===== src/rtl/mcf_pkg.sv =====
package mcf_pkg;
  // Entry field positions; a neighbouring lookup engine decodes these.
  localparam int TYPE_LSB  = 60;
  localparam int VID_LSB   = 48;
  localparam int VID_W     = 12;
  localparam int MAC_W     = 48;
  localparam int GROUP_BIT = 40;
  localparam int PMASK_LSB = 66;

  typedef enum logic [1:0] {
    ENT_FREE  = 2'd0,
    ENT_ADDR  = 2'd1,
    ENT_VLAN  = 2'd2,
    ENT_VADDR = 2'd3
  } ent_type_e;

  typedef enum logic [1:0] {
    SC_IDLE = 2'd0,
    SC_READ = 2'd1,
    SC_EVAL = 2'd2
  } scan_st_e;
endpackage


===== src/rtl/mcf_qualify.sv =====
module mcf_qualify
  import mcf_pkg::*;
#(
  parameter int PORTS   = 4,
  parameter int ENTRY_W = PMASK_LSB + PORTS
) (
  input  logic [ENTRY_W-1:0] entry_i,
  input  logic [PORTS-1:0]   flush_mask_i,
  input  logic [VID_W-1:0]   vid_i,
  input  logic               all_vlan_i,
  output logic               modify_o,
  output logic [ENTRY_W-1:0] entry_o
);
  ent_type_e        kind;
  logic             is_addr, vid_ok, is_group, is_bcast, overlap;
  logic [PORTS-1:0] cur_mask, left_mask;

  always_comb begin
    kind      = ent_type_e'(entry_i[TYPE_LSB +: 2]);
    is_addr   = (kind == ENT_ADDR) || (kind == ENT_VADDR);
    vid_ok    = all_vlan_i || (entry_i[VID_LSB +: VID_W] == vid_i);
    is_group  = entry_i[GROUP_BIT];
    is_bcast  = &entry_i[MAC_W-1:0];
    cur_mask  = entry_i[PMASK_LSB +: PORTS];
    overlap   = |(cur_mask & flush_mask_i);
    left_mask = cur_mask & ~flush_mask_i;
    modify_o  = is_addr && vid_ok && is_group && !is_bcast && overlap;

    entry_o = entry_i;
    entry_o[PMASK_LSB +: PORTS] = left_mask;
    if (left_mask == '0) entry_o[TYPE_LSB +: 2] = ENT_FREE;
  end
endmodule


===== src/rtl/mcf_seq.sv =====
module mcf_seq
  import mcf_pkg::*;
#(
  parameter int DEPTH  = 64,
  parameter int ADDR_W = (DEPTH > 1) ? $clog2(DEPTH) : 1
) (
  input  logic              clk,
  input  logic              rst,
  input  logic              start_i,
  output logic              capture_o,
  output logic              eval_o,
  output logic [ADDR_W-1:0] idx_o,
  output logic              rd_en_o,
  output logic [ADDR_W-1:0] rd_addr_o,
  output logic              busy_o,
  output logic              done_o
);
  localparam logic [ADDR_W-1:0] LAST_IDX = ADDR_W'(DEPTH - 1);

  scan_st_e st;

  assign capture_o = (st == SC_IDLE) && start_i;
  assign eval_o    = (st == SC_EVAL);

  always_ff @(posedge clk) begin
    if (rst) begin
      st        <= SC_IDLE;
      idx_o     <= '0;
      rd_en_o   <= 1'b0;
      rd_addr_o <= '0;
      busy_o    <= 1'b0;
      done_o    <= 1'b0;
    end else begin
      done_o  <= 1'b0;
      rd_en_o <= 1'b0;
      case (st)
        SC_IDLE: if (start_i) begin
          st        <= SC_READ;
          idx_o     <= '0;
          rd_en_o   <= 1'b1;
          rd_addr_o <= '0;
          busy_o    <= 1'b1;
        end
        SC_READ: st <= SC_EVAL;
        SC_EVAL: begin
          if (idx_o == LAST_IDX) begin
            st     <= SC_IDLE;
            busy_o <= 1'b0;
            done_o <= 1'b1;
          end else begin
            idx_o     <= idx_o + 1'b1;
            rd_en_o   <= 1'b1;
            rd_addr_o <= idx_o + 1'b1;
            st        <= SC_READ;
          end
        end
        default: st <= SC_IDLE;
      endcase
    end
  end

  assert_done_pulse_R4: assert property (@(posedge clk) disable iff (rst)
    done_o |=> !done_o);
  assert_done_idle_R4: assert property (@(posedge clk) disable iff (rst)
    done_o |-> !busy_o);
  assert_read_order_R2: assert property (@(posedge clk) disable iff (rst)
    (rd_en_o && rd_addr_o != '0) |-> rd_addr_o == ADDR_W'($past(rd_addr_o, 2) + 1'b1));
  assert_read_in_sweep_R2: assert property (@(posedge clk) disable iff (rst)
    rd_en_o |-> busy_o);
endmodule


===== src/rtl/mcast_flush_scan.sv =====
module mcast_flush_scan
  import mcf_pkg::*;
#(
  parameter int PORTS   = 4,
  parameter int DEPTH   = 64,
  parameter int ENTRY_W = PMASK_LSB + PORTS,
  parameter int ADDR_W  = (DEPTH > 1) ? $clog2(DEPTH) : 1
) (
  input  logic               clk,
  input  logic               rst,
  input  logic               start_i,
  input  logic [PORTS-1:0]   flush_mask_i,
  input  logic [VID_W-1:0]   vid_i,
  input  logic               all_vlan_i,
  output logic               busy_o,
  output logic               done_o,
  output logic               tbl_rd_en_o,
  output logic [ADDR_W-1:0]  tbl_rd_addr_o,
  input  logic [ENTRY_W-1:0] tbl_rd_data_i,
  output logic               tbl_wr_en_o,
  output logic [ADDR_W-1:0]  tbl_wr_addr_o,
  output logic [ENTRY_W-1:0] tbl_wr_data_o
);
  logic               capture, eval;
  logic [ADDR_W-1:0]  idx;
  logic [PORTS-1:0]   flush_q;
  logic [VID_W-1:0]   vid_q;
  logic               all_q;
  logic               modify;
  logic [ENTRY_W-1:0] new_entry;

  mcf_seq #(.DEPTH(DEPTH), .ADDR_W(ADDR_W)) u_seq (
    .clk       (clk),
    .rst       (rst),
    .start_i   (start_i),
    .capture_o (capture),
    .eval_o    (eval),
    .idx_o     (idx),
    .rd_en_o   (tbl_rd_en_o),
    .rd_addr_o (tbl_rd_addr_o),
    .busy_o    (busy_o),
    .done_o    (done_o)
  );

  mcf_qualify #(.PORTS(PORTS), .ENTRY_W(ENTRY_W)) u_qual (
    .entry_i      (tbl_rd_data_i),
    .flush_mask_i (flush_q),
    .vid_i        (vid_q),
    .all_vlan_i   (all_q),
    .modify_o     (modify),
    .entry_o      (new_entry)
  );

  // Request latch: loaded only when a sweep is accepted.
  always_ff @(posedge clk) begin
    if (rst) begin
      flush_q <= '0;
      vid_q   <= '0;
      all_q   <= 1'b0;
    end else if (capture) begin
      flush_q <= flush_mask_i;
      vid_q   <= vid_i;
      all_q   <= all_vlan_i;
    end
  end

  // Write-back register: only changed entries reach the table.
  always_ff @(posedge clk) begin
    if (rst) tbl_wr_en_o <= 1'b0;
    else     tbl_wr_en_o <= eval && modify;
  end

  always_ff @(posedge clk) begin
    tbl_wr_addr_o <= idx;
    tbl_wr_data_o <= new_entry;
  end

  assert_start_ignored_R3: assert property (@(posedge clk) disable iff (rst)
    (busy_o && start_i) |=> ($stable(flush_q) && $stable(vid_q) && $stable(all_q)));
  assert_wr_slot_R9: assert property (@(posedge clk) disable iff (rst)
    tbl_wr_en_o |-> tbl_wr_addr_o == $past(tbl_rd_addr_o, 2));
  assert_wr_cleared_R9: assert property (@(posedge clk) disable iff (rst)
    tbl_wr_en_o |-> (tbl_wr_data_o[PMASK_LSB +: PORTS] & flush_q) == '0);
  assert_free_empty_R10: assert property (@(posedge clk) disable iff (rst)
    tbl_wr_en_o |-> ((tbl_wr_data_o[TYPE_LSB +: 2] == ENT_FREE) ==
                     (tbl_wr_data_o[PMASK_LSB +: PORTS] == '0)));
  assert_idle_quiet_R11: assert property (@(posedge clk) disable iff (rst)
    (!busy_o && !done_o) |-> !tbl_wr_en_o);
endmodule


===== config.mk =====
export PLATFORM = sky130hd
export DESIGN_NAME = mcast_flush_scan
export DESIGN_NICKNAME = d
export VERILOG_FILES = /design/src/rtl/mcf_pkg.sv /design/src/rtl/mcf_qualify.sv /design/src/rtl/mcf_seq.sv /design/src/rtl/mcast_flush_scan.sv
export SDC_FILE = /design/constraint.sdc
export NUM_CORES = 1
export LEC_CHECK = 0
export BUFFER_PORTS_ARGS = -buffer_cell sky130_fd_sc_hd__buf_2
export CORE_ASPECT_RATIO = 0.5
export CORE_MARGIN = 5
export CORE_UTILIZATION = 41
export CTS_CLUSTER_SIZE = 12
export DETAILED_ROUTE_END_ITERATION = 8
export PLACE_DENSITY = 0.82
export RECOVER_POWER = 50
export SYNTH_ARGS = -nofsm -noshare
export SYNTH_HDL_FRONTEND = slang
export SYNTH_HIERARCHICAL = 1
export SYNTH_SLANG_ARGS = --single-unit

===== constraint.sdc =====
create_clock -name clk -period 1.5 [get_ports clk]
set_clock_uncertainty 0.05 [all_clocks]
set_input_delay 0.3 -clock clk [delete_from_list [all_inputs] [get_ports clk]]
set_output_delay 0.3 -clock clk [all_outputs]
set_load 0.02 [all_outputs]

Yosys cells after proc, flatten, opt, wreduce, memory -nomap -nowiden
Cells that the tools add are included.
{"block": "totals", "in_bits": 90, "register_bits": 105}
{"block": "classes", "mux": 13, "eq_ne": 9, "bitwise": 4, "add_sub_neg": 1, "n_reduce_logical": 17}
{"cell": "AND reduction 48 bit", "n": 1}
{"cell": "equality test 12 bit", "n": 1}
{"cell": "two-way mux 6 bit", "n": 2}
{"cell": "one-hot mux 6 bit (2 select lines)", "n": 1}
{"cell": "AND 4 bit", "n": 2}
{"cell": "adder 6 x 1 -> 6 bit, second input constant", "n": 1}
{"cell": "equality test 6 bit, second input constant", "n": 1}
{"cell": "logical AND 1 bit", "n": 6}
{"cell": "two-way mux 1 bit", "n": 6}
{"cell": "one-hot mux 2 bit (3 select lines)", "n": 1}
{"cell": "AND reduction 3 bit", "n": 2}
{"cell": "equality test 2 x 1 -> 1 bit, second input constant", "n": 2}
{"cell": "equality test 2 bit, second input constant", "n": 2}
{"cell": "logical NOT 4 bit", "n": 1}
{"cell": "inequality test 2 bit, second input constant", "n": 2}
{"cell": "NOT 4 bit", "n": 1}
{"cell": "one-hot mux 1 bit (2 select lines)", "n": 2}
{"cell": "OR reduction 4 bit", "n": 1}
{"cell": "logical NOT 2 bit", "n": 1}
{"cell": "logical OR 1 bit", "n": 2}
{"cell": "two-way mux 2 bit", "n": 1}
{"cell": "inequality test 2 x 1 -> 1 bit, second input constant", "n": 1}
{"cell": "nonzero test 2 bit", "n": 1}
{"cell": "OR reduction 2 bit", "n": 1}
{"cell": "2 further kinds", "n": 2}

Logic depth before layout (Yosys ltp)
Gate-level depths: netlist of run 1.
{"block": "logic_depth", "word_depth": 7, "ltp_mapped": 6, "depth_no_buf": 6}

Modules after synthesis
The synthesis of run 1 kept the hierarchy.
{"module": "mcast_flush_scan", "cells_each": 134, "n_inst": 1, "area_each_um2": 2164.6}
{"module": "mcf_qualify", "cells_each": 107, "n_inst": 1, "area_each_um2": 803.3}
{"module": "mcf_seq", "cells_each": 60, "n_inst": 1, "area_each_um2": 569.3}

Worst setup path after synthesis of run 1
OpenSTA, ideal clock, no wires.
{"block": "synth_timing", "kind": "reg2reg", "start": "register u_seq/rd_addr_o[0] (netlist name)", "end": "register u_seq.rd_addr_o[1]", "n_path_buf": 0, "setup_ps": 72, "path_stages_with_launch": 5, "period_less_slack_ps": 1394, "arrival_ps": 1272, "slack_ps": 106, "required_time_ps": 1378, "cell_sequence": "dfxtp_1 -> ha_1 -> and4_1 -> a31oi_2 -> mux2i_1"}
{"item": "end signal: assignment", "line_no": "mcf_seq.sv:53", "source": "rd_addr_o <= idx_o + 1'b1;"}
{"item": "end: declaration", "line_no": "mcf_seq.sv:14", "source": "output logic [ADDR_W-1:0] rd_addr_o,"}

Worst setup path after layout of run 1
{"block": "layout_timing", "start": "register vid_q[4]", "end": "register tbl_wr_en_o"}
{"block": "layout_between", "elab_chain_cells": 7}
{"item": "start: declaration", "line_no": "mcast_flush_scan.sv:27", "source": "logic [VID_W-1:0] vid_q;"}
{"item": "start signal: assignment", "line_no": "mcast_flush_scan.sv:62", "source": "vid_q <= vid_i;"}
{"item": "equality test 12 bit", "line_no": "mcf_qualify.sv:21", "source": "vid_ok = all_vlan_i || (entry_i[VID_LSB +: VID_W] == vid_i);"}
{"item": "logical OR 1 bit", "line_no": "mcf_qualify.sv:21"}
{"item": "logical AND 1 bit (4 in a row)", "line_no": "mcf_qualify.sv:27", "source": "modify_o = is_addr && vid_ok && is_group && !is_bcast && overlap;"}
{"item": "net modify", "line_no": "mcast_flush_scan.sv:29", "source": "logic modify;"}
{"item": "logical AND 1 bit", "line_no": "mcast_flush_scan.sv:70", "source": "else tbl_wr_en_o <= eval && modify;"}
{"item": "end signal: assignment", "line_no": "mcast_flush_scan.sv:70"}
{"item": "end: declaration", "line_no": "mcast_flush_scan.sv:20", "source": "output logic tbl_wr_en_o,"}
The timed path passes the listed nets, and every way through them passes these cells.
A chain may end at the register's enable or synchronous reset.

==> summary.txt, run 1 <==
Outcome
  – Outcome: finished, violations left
  – Violated checks: negative setup slack

GRT
  – Grt ovf: 0
  – Vias in the first global route: 2414
  – Initial antenna violation count: 0
  – Gr usage total: 14.9%
  – Largest net degree at the start of global routing: 20
  – First-pass GRT wire length: 12100 microns

Placed design
  – Placed inst area: 4100 sq um
  – IO Port Bufs: 175
  – Gpl congestion: 0.792
  – Detailed placement HPWL: 6700 microns

Synth
  – #FFs+latches synth: 105
  – Synth area leaders: dfxtp_1, buf_4, mux2i_1
  – Post-synthesis sequential area ratio: 59.4%
  – Main synth FF type: dfxtp_1
  – Yosys warns: 6
  – Top-count cell post-synth: dfxtp_1
  – Most frequent cells after synthesis: dfxtp_1, buf_4, nor2_1, mux2i_1
  – Post-Syn Area: 3540 sq um
  – Avg Inst Size Synth: 11.8 sq um
  – Synth cell types: 40
  – Area leader, netlist: dfxtp_1
  – Synth top area share: 59.4%
  – Post-synth EDFFs: 0
  – Ys async rst share: 0%
  – Cells after synthesis: 301
  – Syn_nets: 392

Floorplanning
  – Standard-cell rows: 23
  – Core ar.: 8200 sq um
  – Die area: 10700 sq um
  – Initial Util: 43.1%
  – Top Ports: 176
  – DIE WIDTH: 141 microns
  – Chip height: 75.7 microns

Detailed routing
  – Vias: 2434
  – Routed Antenna Nets: 0
  – Wirelength per Cell: 15.3 microns
  – Avg Vias per Cell: 4.47
  – Iter 0 DRT Violations: 81
  – Pre-Repair DR Iteration Count: 4
  – DRC viols: 0
  – DRT Wirelength: 8340 microns

Final layout
  – Layout area overhead: 25.2%
  – Final instance area: 4430 sq um
  – Antenna Cells: 0
  – Fraction of final layout cells sized beyond drive strength 1: 37.2%
  – Net count, final: 519

CTS
  – Max Root-Sink Buffers: 2
  – CTS tree: built
  – Clock Pin Slew Worst Setup and Hold Paths: 0.07 ns
  – CTS H-tree lvls: 3
  – Worst skew pair latency: 0.33 ns
  – Root Buffer: clkbuf_16
  – Clock buffer count from CTS: 9
  – CTS Sinks: 105

Power
  – Leakage: 1.98 nW
  – Maximum vdd drop: 0.620 mV
  – Tot Pwr: 6.15 mW
  – Power Dens Cells: 1390 nW/um^2

Hold path
  – Hold Crit Class: in -> reg
  – Hold path start: tbl_rd_data_i[62]
  – End of the worst hold path: tbl_wr_data_o[62]$_DFF_P_
  – Worst Hold Depth: 1

Setup path
  – CP Class: reg -> reg
  – Bufs and invs on worst path: 0
  – Critical path arrival: 1.79 ns
  – Required @ worst endpoint: 1.73 ns
  – Critical-path maximum fanout: 2
  – Reg2reg setup slack: -0.07 ns
  – R2R Path Start: vid_q[4]$_SDFFE_PP0P_
  – Reg2reg path depth: 6
  – R2r endpoint: tbl_wr_en_o$_SDFF_PP0_
  – Crit-path cells: xor2_1, nor4_2, a31oi_4, a311oi_2, nand2_1, nor2_1
  – Critical path's slowest cell: nor4_2
  – Crit path max-delay family: simple AND/OR/NAND/NOR gates
  – CP Launch Type: register
  – Critical Path Sink Type: register
  – CP max stage delay: 0.40 ns

Timing
  – Shortest period the worst path allows: 1.57 ns
  – Achievable Freq: 0.639 GHz
  – RSZ-0062 raised after global routing: true
  – Final setup viols: 3
  – Crit share post-route: 104%
  – Slew @ Worst Pin: 0.470 ns
  – Fin Hold WS: 0.0178 ns
  – Worst setup margin: -0.0658 ns
  – Slew Limit Fails: 0
  – Slew headroom: 68.4%
  – Final Hold Vio Count: 0

Flow run
  – Max Cap Viol: 0
-- power by group --
part / internal (mW) / switching (mW) / leakage (nW)
Combinational: 0.246 / 0.353 / 0.943
Clock: 1.56 / 0.993 / 0.163
Sequential: 2.93 / 0.0554 / 0.878
-- metrics by stage --
stage          TNS (ns)  setup slack [ns]  util [%]  cells
2_1_floorplan         0             0.106         -    301
3_3_place_gp    -0.0724           -0.0724      49.9    526
3_5_place_dp     -0.252            -0.252      49.9    526
4_1_cts         -0.0677           -0.0677      54.5    543
5_1_grt          -0.421            -0.217      54.0    545
6_report        -0.0823           -0.0658      54.0    545
-- cells in the final DEF (no fill, tap or decap), types with 3 or more instances in the layout --
| master | instances |
|---|---|
| nor2_1 | 19 |
| dfxtp_2 | 5 |
| nand3_1 | 4 |
| clkbuf_16 | 9 |
| buf_4 | 11 |
| nand4_1 | 13 |
| dfxtp_1 | 100 |
| a22oi_1 | 3 |
| nor2b_1 | 3 |
| xor2_1 | 13 |
| mux2i_1 | 18 |
| nand2_1 | 7 |
| buf_2 | 117 |
| and2_1 | 4 |
| nor4_1 | 6 |
| clkbuf_1 | 60 |
-- logic make-up after synthesis --
logic type | after synthesis | share of synthesized area, %
AOI/OAI and AO/OA | 18 | 4.14
xor gates and xnor gates | 13 | 3.22
adders and majority gates | 1 | 0.354
buffers and inverters | 78 | 16.5
DFF | 105 | 59.4
muxes | 18 | 5.09
and+or+nand+nor | 68 | 11.3
-- layout make-up --
type	count	area [sq um]
well taps	112	140
inverters	3	11.3
fillers	757	3770
flip-flops and latches	105	2110
clock inverters	5	85.1
multi-input cells	118	897
repair buffers	191	933
clock buffers	11	253
-- how the worst max path moves through the flow --
stage	startpoint	depth (start not counted)	end	slack, ns
finish	vid_q[4]$_SDFFE_PP0P_	6	tbl_wr_en_o$_SDFF_PP0_	-0.07
global route	vid_q[3]$_SDFFE_PP0P_	7	tbl_wr_en_o$_SDFF_PP0_	-0.22
CTS	vid_q[4]$_SDFFE_PP0P_	6	tbl_wr_en_o$_SDFF_PP0_	-0.07
detailed placement	tbl_rd_data_i[50]	8	tbl_wr_en_o$_SDFF_PP0_	-0.25
global placement	tbl_rd_data_i[50]	8	tbl_wr_en_o$_SDFF_PP0_	-0.07
floorplan	u_seq/rd_addr_o[0]$_SDFFE_PP0P_	4	u_seq/rd_addr_o[1]$_SDFFE_PP0P_	0.11
-- sequential cells by signal, summed over array words and instances (netlist names), 2 cells and up --
name / cells
tbl_wr_data_o: 70
vid_q: 12
tbl_wr_addr_o: 6
u_seq/rd_addr_o: 6
flush_q: 4
u_seq/st: 2
-- routing by layer --
layer	part of all wire [%]	track usage, %	up-vias	routed length (microns)
li1	-	-	1212	-
met1	38	16.2	1143	3140
met3	6.0	5.08	8	503
met4	1.1	5.05	0	91
met5	0	0	-	0
met2	55	28.0	71	4600
-- what timing repair did --
item                                   in CTS  in global routing
buffers inserted                            1                  0
gates resized for setup                     7                  4
pin swaps                                   8                  1
hold buffers                                0                  2
endpoints found under the hold margin       0                  2
setup endpoints to repair                   1                  4
-- worst register-to-register path: cells and delay by family (launching register included) --
| family | cells | cell delay, ns |
|---|---|---|
| AND/OR/NAND/NOR | 3 | 0.57 |
| AO/OA/AOI/OAI | 2 | 0.40 |
| flip-flops | 1 | 0.33 |
| XOR/XNOR | 1 | 0.16 |
Note: power is estimated with default switching activity, not from simulation.
==> run 2: changes to the inputs <==
--- a/config.mk
+++ b/config.mk
@@ -8,12 +8,11 @@
 export BUFFER_PORTS_ARGS = -buffer_cell sky130_fd_sc_hd__buf_2
 export CORE_ASPECT_RATIO = 0.5
 export CORE_MARGIN = 5
-export CORE_UTILIZATION = 41
+export CORE_UTILIZATION = 38
 export CTS_CLUSTER_SIZE = 12
 export DETAILED_ROUTE_END_ITERATION = 8
-export PLACE_DENSITY = 0.82
+export PLACE_DENSITY = 0.81
 export RECOVER_POWER = 50
 export SYNTH_ARGS = -nofsm -noshare
 export SYNTH_HDL_FRONTEND = slang
-export SYNTH_HIERARCHICAL = 1
 export SYNTH_SLANG_ARGS = --single-unit
==> run 2 against run 1 <==
Net effect: the run now ends clean; non-clock buffer count shrank 8; synthesized cell count shrank 18%; power shrank 2.4%; sequential cell count is the same; synthesized area shrank 18%; sequential power is essentially flat; final area shrank 4.9%; fmax grew 13%; combinational power shrank 7.2%; clock power shrank 4%; routed wire length shrank 10%; setup slack gained 0.18 ns; critical path type is now reg -> out; critical endpoint is now tbl_rd_addr_o[4]; largest cell class unchanged; highest routed layer unchanged.
==> summary.txt, run 2 <==
Power
  – Combinational fraction of design power: 9.3% (-0.4 points)
  – Psw: 1.30 mW (-7.4%)
  – Power Dens Cells: 1420 nW/um^2 (+2.6%)
  – Maximum vdd drop: 0.542 mV (-13%)
  – Leakage: 1.89 nW (-4.8%)
  – Reg power frac: 49.8% (+1.2 points)
  – Clock group share of total power: 41.0% (-0.6 points)
  – Tot Pwr: 6.00 mW (-2.4%)
  – Int Power: 4.70 mW (-0.96%)
  – Sw frac: 21.6% (-1.2 points)

Final layout
  – Most frequent cells in the layout: buf_2, dfxtp_1, clkbuf_1
  – Fraction of final layout cells sized beyond drive strength 1: 34.2% (-2.9 points)
  – Largest Register: tbl_wr_data_o
  – Most common cell after layout, fill and taps aside: buf_2
  – Net count, final: 524 (+0.96%)
  – Final Non-Filler Cells: 534 (-2.0%)
  – Largest regs: tbl_wr_data_o (70), vid_q (12)
  – Layout area overhead: 44.4%
  – Final Util: 56.9% (+2.9 points)
  – Max reg flops: 70 (unchanged)
  – Antenna Cells: 0 (unchanged)

Timing
  – Slew @ Worst Pin: 0.349 ns (-0.122 ns)
  – RSZ-0062 raised after global routing: false
  – Crit share post-route: 92.1% (-12 points)
  – Shortest period the worst path allows: 1.38 ns (-0.184 ns)
  – Setup TNS Final: 0 ns (+0.0823 ns)
  – Slew headroom: 76.5% (+8.2 points)
  – Slew Limit Fails: 0 (unchanged)
  – Worst setup margin: 0.119 ns (+0.184 ns)
  – Final setup viols: 0 (-3)
  – Achievable Freq: 0.724 GHz (+13%)
  – Final Hold Vio Count: 0 (unchanged)

CTS
  – Clock buffer count from CTS: 9 (unchanged)
  – CTS H-tree lvls: 3 (unchanged)
  – Max Root-Sink Buffers: 2 (unchanged)
  – Setup bufs post-CTS: 0 (-1)
  – Worst skew pair latency: 0.33 ns (about the same)
  – CTS tree: built
  – Root Buffer: clkbuf_16
  – Clock Pin Slew Worst Setup and Hold Paths: 0.06 ns (about the same)
  – CTS Sinks: 105 (unchanged)

Detailed routing
  – DRT Wirelength: 7500 microns (-10%)
  – Vias: 2441 (+0.29%)
  – Pre-Repair DR Iteration Count: 4 (unchanged)
  – DRC viols: 0 (unchanged)
  – Routed Antenna Nets: 0 (unchanged)
  – Iter 0 DRT Violations: 67 (-17%)
  – Wirelength per Cell: 14.0 microns (-8.2%)
  – Avg Vias per Cell: 4.57 (+2.4%)

Synth
  – Ys async rst share: 0% (unchanged)
  – #FFs+latches synth: 105 (unchanged)
  – Post-Syn Area: 2920 sq um (-18%)
  – Most frequent cells after synthesis: dfxtp_1, nand2_1, a21oi_1, nand4_1, xor2_1
  – Yosys warns: 0 (-6)
  – Syn_nets: 337 (-14%)
  – Synth cell types: 37 (-7.5%)
  – Avg Inst Size Synth: 11.9 sq um (+0.89%)
  – Area leader, netlist: dfxtp_1
  – Synth area leaders: dfxtp_1, nand2_1, xor2_1
  – Post-synthesis sequential area ratio: 72.1% (+13 points)
  – Top-count cell post-synth: dfxtp_1
  – Cells after synthesis: 246 (-18%)
  – Post-synth EDFFs: 0 (unchanged)
  – Main synth FF type: dfxtp_1
  – Synth top area share: 72.1% (+13 points)

GRT
  – Vias in the first global route: 2426 (+0.50%)
  – First-pass GRT wire length: 11500 microns (-5.1%)
  – Grt ovf: 0 (unchanged)
  – Largest net degree at the start of global routing: 24 (+20%)
  – Initial antenna violation count: 0 (unchanged)
  – Gr usage total: 15.4% (+0.51 points)

Floorplanning
  – Standard-cell rows: 22 (-4.3%)
  – Core ar.: 7400 sq um (-9.7%)
  – Top Ports: 176 (unchanged)
  – Die area: 9630 sq um (-9.9%)
  – DIE WIDTH: 134 microns (-5.3%)
  – Initial Util: 39.4% (-3.7 points)
  – Chip height: 72.0 microns (-4.9%)

Placed design
  – Detailed placement HPWL: 5940 microns (-11%)
  – IO Port Bufs: 175 (unchanged)
  – Dpl cells: 516 (-1.9%)
  – DP Worst Slack: 0.0739 ns (+0.326 ns)
  – Gpl congestion: 0.800 (+1.0%)

Hold path
  – Hold Crit Class: in -> reg
  – Worst Hold Depth: 1 (unchanged)

Setup path
  – Critical Path Sink Type: output pin
  – Critical-path maximum fanout: 4 (+2)
  – CP Class: reg -> out
  – CP Launch Type: register
  – Required @ worst endpoint: 1.15 ns (-0.58 ns)
  – Critical path arrival: 1.03 ns (-0.76 ns)
  – Reg2reg path depth: 4 (-2)

Flow run
  – Max Cap Viol: 0 (unchanged)

Outcome
  – Outcome: finished, final reports clean
==> run 2: worst paths after layout <==
kind         slack, ns                     endpoint                        start
max               0.12             tbl_rd_addr_o[4]  u_seq.idx_o[4]$_SDFFE_PP0P_
min               0.02    tbl_wr_data_o[63]$_DFF_P_            tbl_rd_data_i[63]
max reg2reg       0.13  u_seq.idx_o[2]$_SDFFE_PP0P_  u_seq.idx_o[0]$_SDFFE_PP0P_
min reg2reg       0.36     tbl_wr_addr_o[1]$_DFF_P_  u_seq.idx_o[1]$_SDFFE_PP0P_
==> run 2: cell families after synthesis <==
family | after synthesis | share of synthesized area, %
multiplexers | 1 | 0.343
AND/OR/NAND/NOR | 85 | 14.8
XOR/XNOR | 12 | 3.60
flip-flops | 105 | 72.1
AO/OA/AOI/OAI | 33 | 7.34
buffers and inverters | 9 | 1.46
adder cells (fa/ha/maj) | 1 | 0.429
==> run 2: repair_timing <==
item                                   CTS  global route
endpoints found under the hold margin    2             0
resized for setup                        0             1
setup endpoints to repair                0             1
hold buffers                             2             0
==> run 2: layout make-up <==
type                       count  area (sq um)
fill                         688          3190
sequential                   105          2100
timing repair buffer         183           872
multi-input combinational    132           782
clock buffer                  14           264
tap                           96           120
clock inverter                 2          60.1
inverter                       2          7.51
==> run 2: power groups by stage <==
stage                     sequential, mW  clock [mW]  combinational, mW
final                               2.98        2.46              0.556
after global routing                3.00        2.68              0.605
after CTS                           2.98        2.53              0.582
after detailed placement            3.05           0              0.577
after global placement              3.04           0              0.566
after floorplan                     3.19           0              0.149
==> run 2: per-stage QoR <==
stage / hold slack, ns / instance area [sq um]
floorplan: 0.278 / 2920
global placement: 0.339 / 3930
detailed placement: 0.339 / 3930
CTS: 0.00980 / 4270
global route: 0.00148 / 4210
finish: 0.0209 / 4210
==> run 2: worst max-delay path: stages, from the launching register on <==
cell and delay (ns):
dfxtp_1 0.33, clkbuf_1 0.18, buf_2 0.20
==> run 2: per-layer routing <==
layer / share of wire (%) / wire, microns / GRT usage, %
met5: 0 / 0 / 0
met4: 1.3 / 98 / 5.13
met3: 6.3 / 472 / 5.68
met2: 55 / 4150 / 29.6
met1: 37 / 2780 / 15.7
